==> src/rtl/rsem_pkg.sv <==
package rsem_pkg;

    localparam int CID_W    = 3;
    localparam int NUM_CID  = 1 << CID_W;
    localparam int WORD_W   = 32;
    localparam int LOCK_POS = 0;
    localparam int OWN_LSB  = 4;
    localparam int FLT_POS  = 0;
    localparam int SEM_POS  = 1;
    localparam int WL_LSB   = 16;

    typedef logic [CID_W-1:0]  cid_t;
    typedef logic [WORD_W-1:0] word_t;

    typedef struct packed {
        logic [NUM_CID-1:0] wlist;
        logic               sem_en;
        logic               flt_en;
    } res_cfg_t;

    typedef struct packed {
        logic held;
        cid_t owner;
    } sem_state_t;

    typedef enum logic [1:0] {
        ACC_NONE = 2'd0,
        ACC_CFG  = 2'd1,
        ACC_SEM  = 2'd2
    } acc_kind_t;

    function automatic res_cfg_t cfg_fields(input word_t w);
        res_cfg_t c;
        c.wlist  = w[WL_LSB +: NUM_CID];
        c.sem_en = w[SEM_POS];
        c.flt_en = w[FLT_POS];
        return c;
    endfunction

    function automatic word_t sem_word(input sem_state_t s);
        word_t w;
        w = '0;
        w[LOCK_POS]            = s.held;
        w[OWN_LSB +: CID_W]    = s.owner;
        return w;
    endfunction

    function automatic logic may_toggle(input res_cfg_t c, input cid_t id);
        return c.flt_en & c.sem_en & c.wlist[id];
    endfunction

endpackage

==> src/rtl/rsem_decode.sv <==
module rsem_decode
    import rsem_pkg::*;
#(
    parameter int NUM_RES = 16,
    parameter int ADDR_W  = 8
) (
    input  logic                   req_valid,
    input  logic [ADDR_W-1:0]      req_addr,
    output logic                   hit,
    output acc_kind_t              kind,
    output logic [ADDR_W-4:0]      idx
);
    localparam int IDX_W = ADDR_W - 3;

    logic in_range;
    logic aligned;

    always_comb begin
        idx      = req_addr[ADDR_W-1:3];
        aligned  = (req_addr[1:0] == 2'b00);
        in_range = ({1'b0, idx} < (IDX_W+1)'(NUM_RES));
        hit      = req_valid & aligned & in_range;
        if (!hit)
            kind = ACC_NONE;
        else if (req_addr[2])
            kind = ACC_SEM;
        else
            kind = ACC_CFG;
    end

endmodule

==> src/rtl/rsem_cell.sv <==
module rsem_cell
    import rsem_pkg::*;
(
    input  logic       clk,
    input  logic       rst,
    input  logic       cfg_we,
    input  logic       sem_we,
    input  word_t      wdata,
    input  cid_t       cid,
    output word_t      cfg_word,
    output sem_state_t state
);
    res_cfg_t cfg;
    logic     permit;
    logic     request;

    always_comb begin
        cfg     = cfg_fields(cfg_word);
        permit  = may_toggle(cfg, cid);
        request = sem_we & wdata[LOCK_POS];
    end

    always_ff @(posedge clk) begin
        if (rst) begin
            cfg_word <= '0;
            state    <= '0;
        end else begin
            if (cfg_we)
                cfg_word <= wdata;
            if (request && permit) begin
                if (!state.held) begin
                    state.held  <= 1'b1;
                    state.owner <= cid;
                end else if (state.owner == cid) begin
                    state.held  <= 1'b0;
                    state.owner <= '0;
                end
            end
        end
    end

    assert_claim_free_R2: assert property (@(posedge clk) disable iff (rst)
        (request && permit && !state.held) |=> (state.held && state.owner == $past(cid)));

    assert_owner_release_R3: assert property (@(posedge clk) disable iff (rst)
        (request && permit && state.held && state.owner == cid) |=> (!state.held && state.owner == '0));

    assert_foreign_noeffect_R4: assert property (@(posedge clk) disable iff (rst)
        (sem_we && state.held && state.owner != cid) |=> ($stable(state.held) && $stable(state.owner)));

    assert_gated_noeffect_R5: assert property (@(posedge clk) disable iff (rst)
        (sem_we && !(cfg.flt_en && cfg.sem_en)) |=> ($stable(state.held) && $stable(state.owner)));

    assert_wlist_noeffect_R6: assert property (@(posedge clk) disable iff (rst)
        (sem_we && !cfg.wlist[cid]) |=> ($stable(state.held) && $stable(state.owner)));

    assert_zero_write_R7: assert property (@(posedge clk) disable iff (rst)
        (sem_we && !wdata[LOCK_POS]) |=> ($stable(state.held) && $stable(state.owner)));

    assert_idle_stable_R11: assert property (@(posedge clk) disable iff (rst)
        (!sem_we) |=> ($stable(state.held) && $stable(state.owner)));

    assert_free_owner_zero_R3: assert property (@(posedge clk) disable iff (rst)
        (!state.held) |-> (state.owner == '0));

endmodule

==> src/rtl/rsem_readmux.sv <==
module rsem_readmux
    import rsem_pkg::*;
#(
    parameter int NUM_RES = 16,
    parameter int IDX_W   = 5
) (
    input  logic                     clk,
    input  logic                     rst,
    input  logic                     rd_req,
    input  acc_kind_t                kind,
    input  logic [IDX_W-1:0]         idx,
    input  word_t      [NUM_RES-1:0] cfg_all,
    input  sem_state_t [NUM_RES-1:0] sem_all,
    output word_t                    rd_data,
    output logic                     rd_valid
);
    word_t sel_word;

    always_comb begin
        sel_word = '0;
        for (int i = 0; i < NUM_RES; i++) begin
            if (idx == IDX_W'(i)) begin
                if (kind == ACC_CFG)
                    sel_word = cfg_all[i];
                else if (kind == ACC_SEM)
                    sel_word = sem_word(sem_all[i]);
            end
        end
    end

    always_ff @(posedge clk) begin
        if (rst) begin
            rd_data  <= '0;
            rd_valid <= 1'b0;
        end else begin
            rd_valid <= rd_req;
            rd_data  <= rd_req ? sel_word : '0;
        end
    end

endmodule

==> src/rtl/rsem_array.sv <==
module rsem_array
    import rsem_pkg::*;
#(
    parameter int NUM_RES = 16,
    parameter int ADDR_W  = 8
) (
    input  logic                     clk,
    input  logic                     rst,
    input  logic                     req_valid,
    input  logic                     req_write,
    input  logic [ADDR_W-1:0]        req_addr,
    input  logic [2:0]               req_cid,
    input  logic [31:0]              req_wdata,
    output logic [31:0]              rd_data,
    output logic                     rd_valid,
    output logic [NUM_RES-1:0]       res_held,
    output logic [NUM_RES*3-1:0]     res_owner
);
    localparam int IDX_W = ADDR_W - 3;

    logic                     hit;
    acc_kind_t                kind;
    logic [IDX_W-1:0]         idx;
    word_t      [NUM_RES-1:0] cfg_all;
    sem_state_t [NUM_RES-1:0] sem_all;

    rsem_decode #(.NUM_RES(NUM_RES), .ADDR_W(ADDR_W)) u_decode (
        .req_valid (req_valid),
        .req_addr  (req_addr),
        .hit       (hit),
        .kind      (kind),
        .idx       (idx)
    );

    for (genvar g = 0; g < NUM_RES; g++) begin : g_res
        logic sel;
        assign sel = hit && req_write && (idx == IDX_W'(g));

        rsem_cell u_cell (
            .clk      (clk),
            .rst      (rst),
            .cfg_we   (sel && kind == ACC_CFG),
            .sem_we   (sel && kind == ACC_SEM),
            .wdata    (req_wdata),
            .cid      (req_cid),
            .cfg_word (cfg_all[g]),
            .state    (sem_all[g])
        );

        assign res_held[g]          = sem_all[g].held;
        assign res_owner[3*g +: 3]  = sem_all[g].owner;
    end

    rsem_readmux #(.NUM_RES(NUM_RES), .IDX_W(IDX_W)) u_rdmux (
        .clk      (clk),
        .rst      (rst),
        .rd_req   (req_valid && !req_write),
        .kind     (kind),
        .idx      (idx),
        .cfg_all  (cfg_all),
        .sem_all  (sem_all),
        .rd_data  (rd_data),
        .rd_valid (rd_valid)
    );

    assert_rd_timing_R9: assert property (@(posedge clk) disable iff (rst)
        !$past(rst) |-> (rd_valid == $past(req_valid && !req_write)));

    assert_one_change_R11: assert property (@(posedge clk) disable iff (rst)
        $countones(res_held ^ $past(res_held)) <= 1);

    assert_reset_clear_R1: assert property (@(posedge clk)
        $past(rst) |-> (res_held == '0 && res_owner == '0 && !rd_valid));

endmodule

==> config.mk <==
export PLATFORM = sky130hd
export DESIGN_NAME = rsem_array
export DESIGN_NICKNAME = d
export VERILOG_FILES = /design/src/rtl/rsem_pkg.sv /design/src/rtl/rsem_decode.sv /design/src/rtl/rsem_cell.sv /design/src/rtl/rsem_readmux.sv /design/src/rtl/rsem_array.sv
export SDC_FILE = /design/constraint.sdc
export NUM_CORES = 2
export LEC_CHECK = 0
export BUFFER_PORTS_ARGS = -buffer_cell sky130_fd_sc_hd__buf_2
export CAP_MARGIN = 20
export CORE_MARGIN = 5
export CORE_UTILIZATION = 61
export DETAILED_ROUTE_END_ITERATION = 10
export HOLD_SLACK_MARGIN = 0.12
export PLACE_DENSITY = 0.92
export SYNTH_ARGS = -nofsm -noshare
export SYNTH_HDL_FRONTEND = slang
export SYNTH_SLANG_ARGS = --single-unit
==> constraint.sdc <==
create_clock -name clk -period 2.7 [get_ports clk]
set_input_delay 0.27 -clock clk [delete_from_list [all_inputs] [get_ports clk]]
set_output_delay 0.27 -clock clk [all_outputs]
set_load 0.005 [all_outputs]
==> out/results.ini <==
[critical_path]
crit_required_ps=3260
slowest_stage=dlygate4sd3_1
cp_common_cell=buf_4
start_kind=input port
critPathTopFamily=buffers and inverters
r2r_setup_slack_ps=540
worstSetupPathType=input port to flop
slowest_delay_ps=530
cp_num_buf_inv=4
worstPathArrival_ps=3050
critPathMaxFanout=13
path_cells=dlygate4sd3_1 -> buf_2 -> or3b_1 -> nor3_4 -> nand2_2 -> buf_4 -> nor2_4 -> buf_4 -> nand2_1 -> a21oi_1
endpoint_kind=flop

[power]
leakage_nw=10.8
total_power_w=0.0183
ir_worst_vdd_mv=0.578
powerDensity_nw_per_um2=591

[synthesis]
yosys.area.top_type=dfxtp_1
yosysMostFrequentCell=nand2_1
synth_top_area_frac=0.455
ys_ff_latch=609
avgSynthCellArea_sq_um=8.01
ys_async_sr_fraction=0
ys.flop_type=dfxtp_1
yosysSeqAreaShare=0.455
netlist_top_cells_area=dfxtp_1 45%, nand2_1 16%, a21oi_1 10%
synth_edf_count=0
syn_area_sq_um=26800
synth_fp_nets=3394
yosysWarningCount=0
synthCells=3347
synthTopCellsByCount=1137 x nand2_1, 609 x dfxtp_1, 535 x a21oi_1
ys_types=68

[detailed_routing]
vias=27700
drc=0
drtIter0Drc=5070
dr.pass1.iters=8
ant_nets=0
routed_via_density=6.81
wire_per_inst_microns=25.0
drt-total-wl_mm=101

[run_status]
outcome=complete, no violations

[finish]
nets=3471
synthToLayoutAreaGrowth_pct=15.3
stdcell_count=4066
drive_above_1_share=0.147

[cts]
htree_levels=2
root_buffer=clkbuf_16
post_cts_buffers=0
clock_sinks=609
insertion_delay_ps=640
clk_pin_slew_ps=60
cts_buffer_depth=3
cts_buffers=58
cts_tree=built

[global_route]
grt_usage=0.409
grt_pass1_wl_mm=154
grt_antenna_before_repair=6
first_global_vias=26700
grt_start_max_net_pins=160
overflow=0

[sta]
rsz0062_at_grt=false
finalCritPeriodShare=0.921
worstMarginPinSlew_ps=708
max_freq_ghz=0.402
slew_headroom=0.528
fin_ws_ps=214
clock_skew_ps=31.8
finalHoldViolCount=0
min_period_ps=2490
drv_slew=0
setup_viol_count_final=0
tns_ps=0

[floorplan]
placement_rows=76
fp.dieArea_sq_um=48200
start_util=0.620
io_pins=144
core_sq_um=43300
die-width_microns=220
chipHeight_microns=220

[min_path]
hold_path.class=input port to flop

[placement]
dp.cells=3914
dp_hpwl_mm=64.5
port_buffers=143
place_ws_ps=229
finalWeightedCongestion=1.03

[flow_run]
drv_cap=0

## registers in the layout, summed over array words and instances (netlist names)
register / flops
g_res.u_cell.cfg_word: 512
g_res.u_cell.state: 64
u_rdmux.rd_data: 32
u_rdmux.rd_valid: 1
## through the flow
stage / utilization / hold slack, ps / area, sq um
after CTS: 0.714 / 123 / 30900
final: 0.715 / 134 / 30900
after detailed placement: 0.660 / 435 / 28600
after global routing: 0.714 / 182 / 30900
after global placement: 0.660 / 432 / 28600
after floorplan: - / 400 / 26800
## worst reg2reg max path, stage by stage (launching register included)
cell and delay (ps):
dfxtp_1 340, mux4_2 630, mux2_2 350, nand4_1 200, nor2_1 110, a21oi_1 290
a22o_1 190
## cells in the final DEF, fill, tap and decap left out, drive strengths merged, types with 26 or more instances in the layout
master | synthesis | final
xor2 | 42 | 42
dfxtp | 609 | 609
nor2 | 82 | 82
nor3 | 38 | 38
mux4 | 55 | 55
a222oi | 26 | 26
clkbuf | 192 | 94
a22oi | 142 | 142
nand3 | 64 | 64
a22o | 45 | 45
a21oi | 536 | 536
mux2i | 27 | 27
dlygate4sd3 | 0 | 35
buf | 121 | 295
nand2 | 1138 | 1138
## logic make-up (layout without fill, tap and decap cells)
family                    count (synthesis)  in the layout  synth area share
DFF                                     609            609             0.455
buffers and inverters                   321            447            0.0517
other                                     0              8                 0
muxes                                   104            104            0.0655
AOI/OAI and AO/OA                       835            835             0.187
xor gates and xnor gates                 48             48            0.0157
and+or+nand+nor                        1430           1430             0.225
## per-layer routing
metal | share of wire | track usage
met2 | 0.41 | 0.599
met4 | 0.093 | 0.291
met1 | 0.33 | 0.491
met5 | 0.00092 | 0.0104
met3 | 0.17 | 0.158
## what timing repair did
action                                  CTS  global route
endpoints found under the setup margin    0             0
endpoints found under the hold margin   492             0
hold buffers                             35             0
gates resized for setup                   0             0
## power by group
group	internal, W	switching, W
clock network	0.00483	0.00363
registers	0.00898	0.00000214
logic	0.000235	0.000612
total	0.0140	0.00424
## path summary, 6_finish.rpt
path | startpoint | endpoint | cells past startpoint
worst max-delay path | req_addr[1] | g_res[6].u_cell.cfg_word[9] | 10
worst min-delay path | req_addr[0] | u_rdmux.rd_data[5] | 4
worst max register to register | g_res[2].u_cell.cfg_word[23] | g_res[2].u_cell.state[1] | 6
worst min register to register | g_res[7].u_cell.cfg_word[7] | u_rdmux.rd_data[7] | 2
## area by class of cell
type	count	area, sq um
multi-input cells	2417	13300
fillers	3016	12300
flip-flops and latches	609	12200
repair buffers	330	2650
clock buffers	94	1840
well taps	585	732
clock inverters	15	136
inverters	8	30.0
diodes	8	20.0
Power figures use the tool's default switching activity.
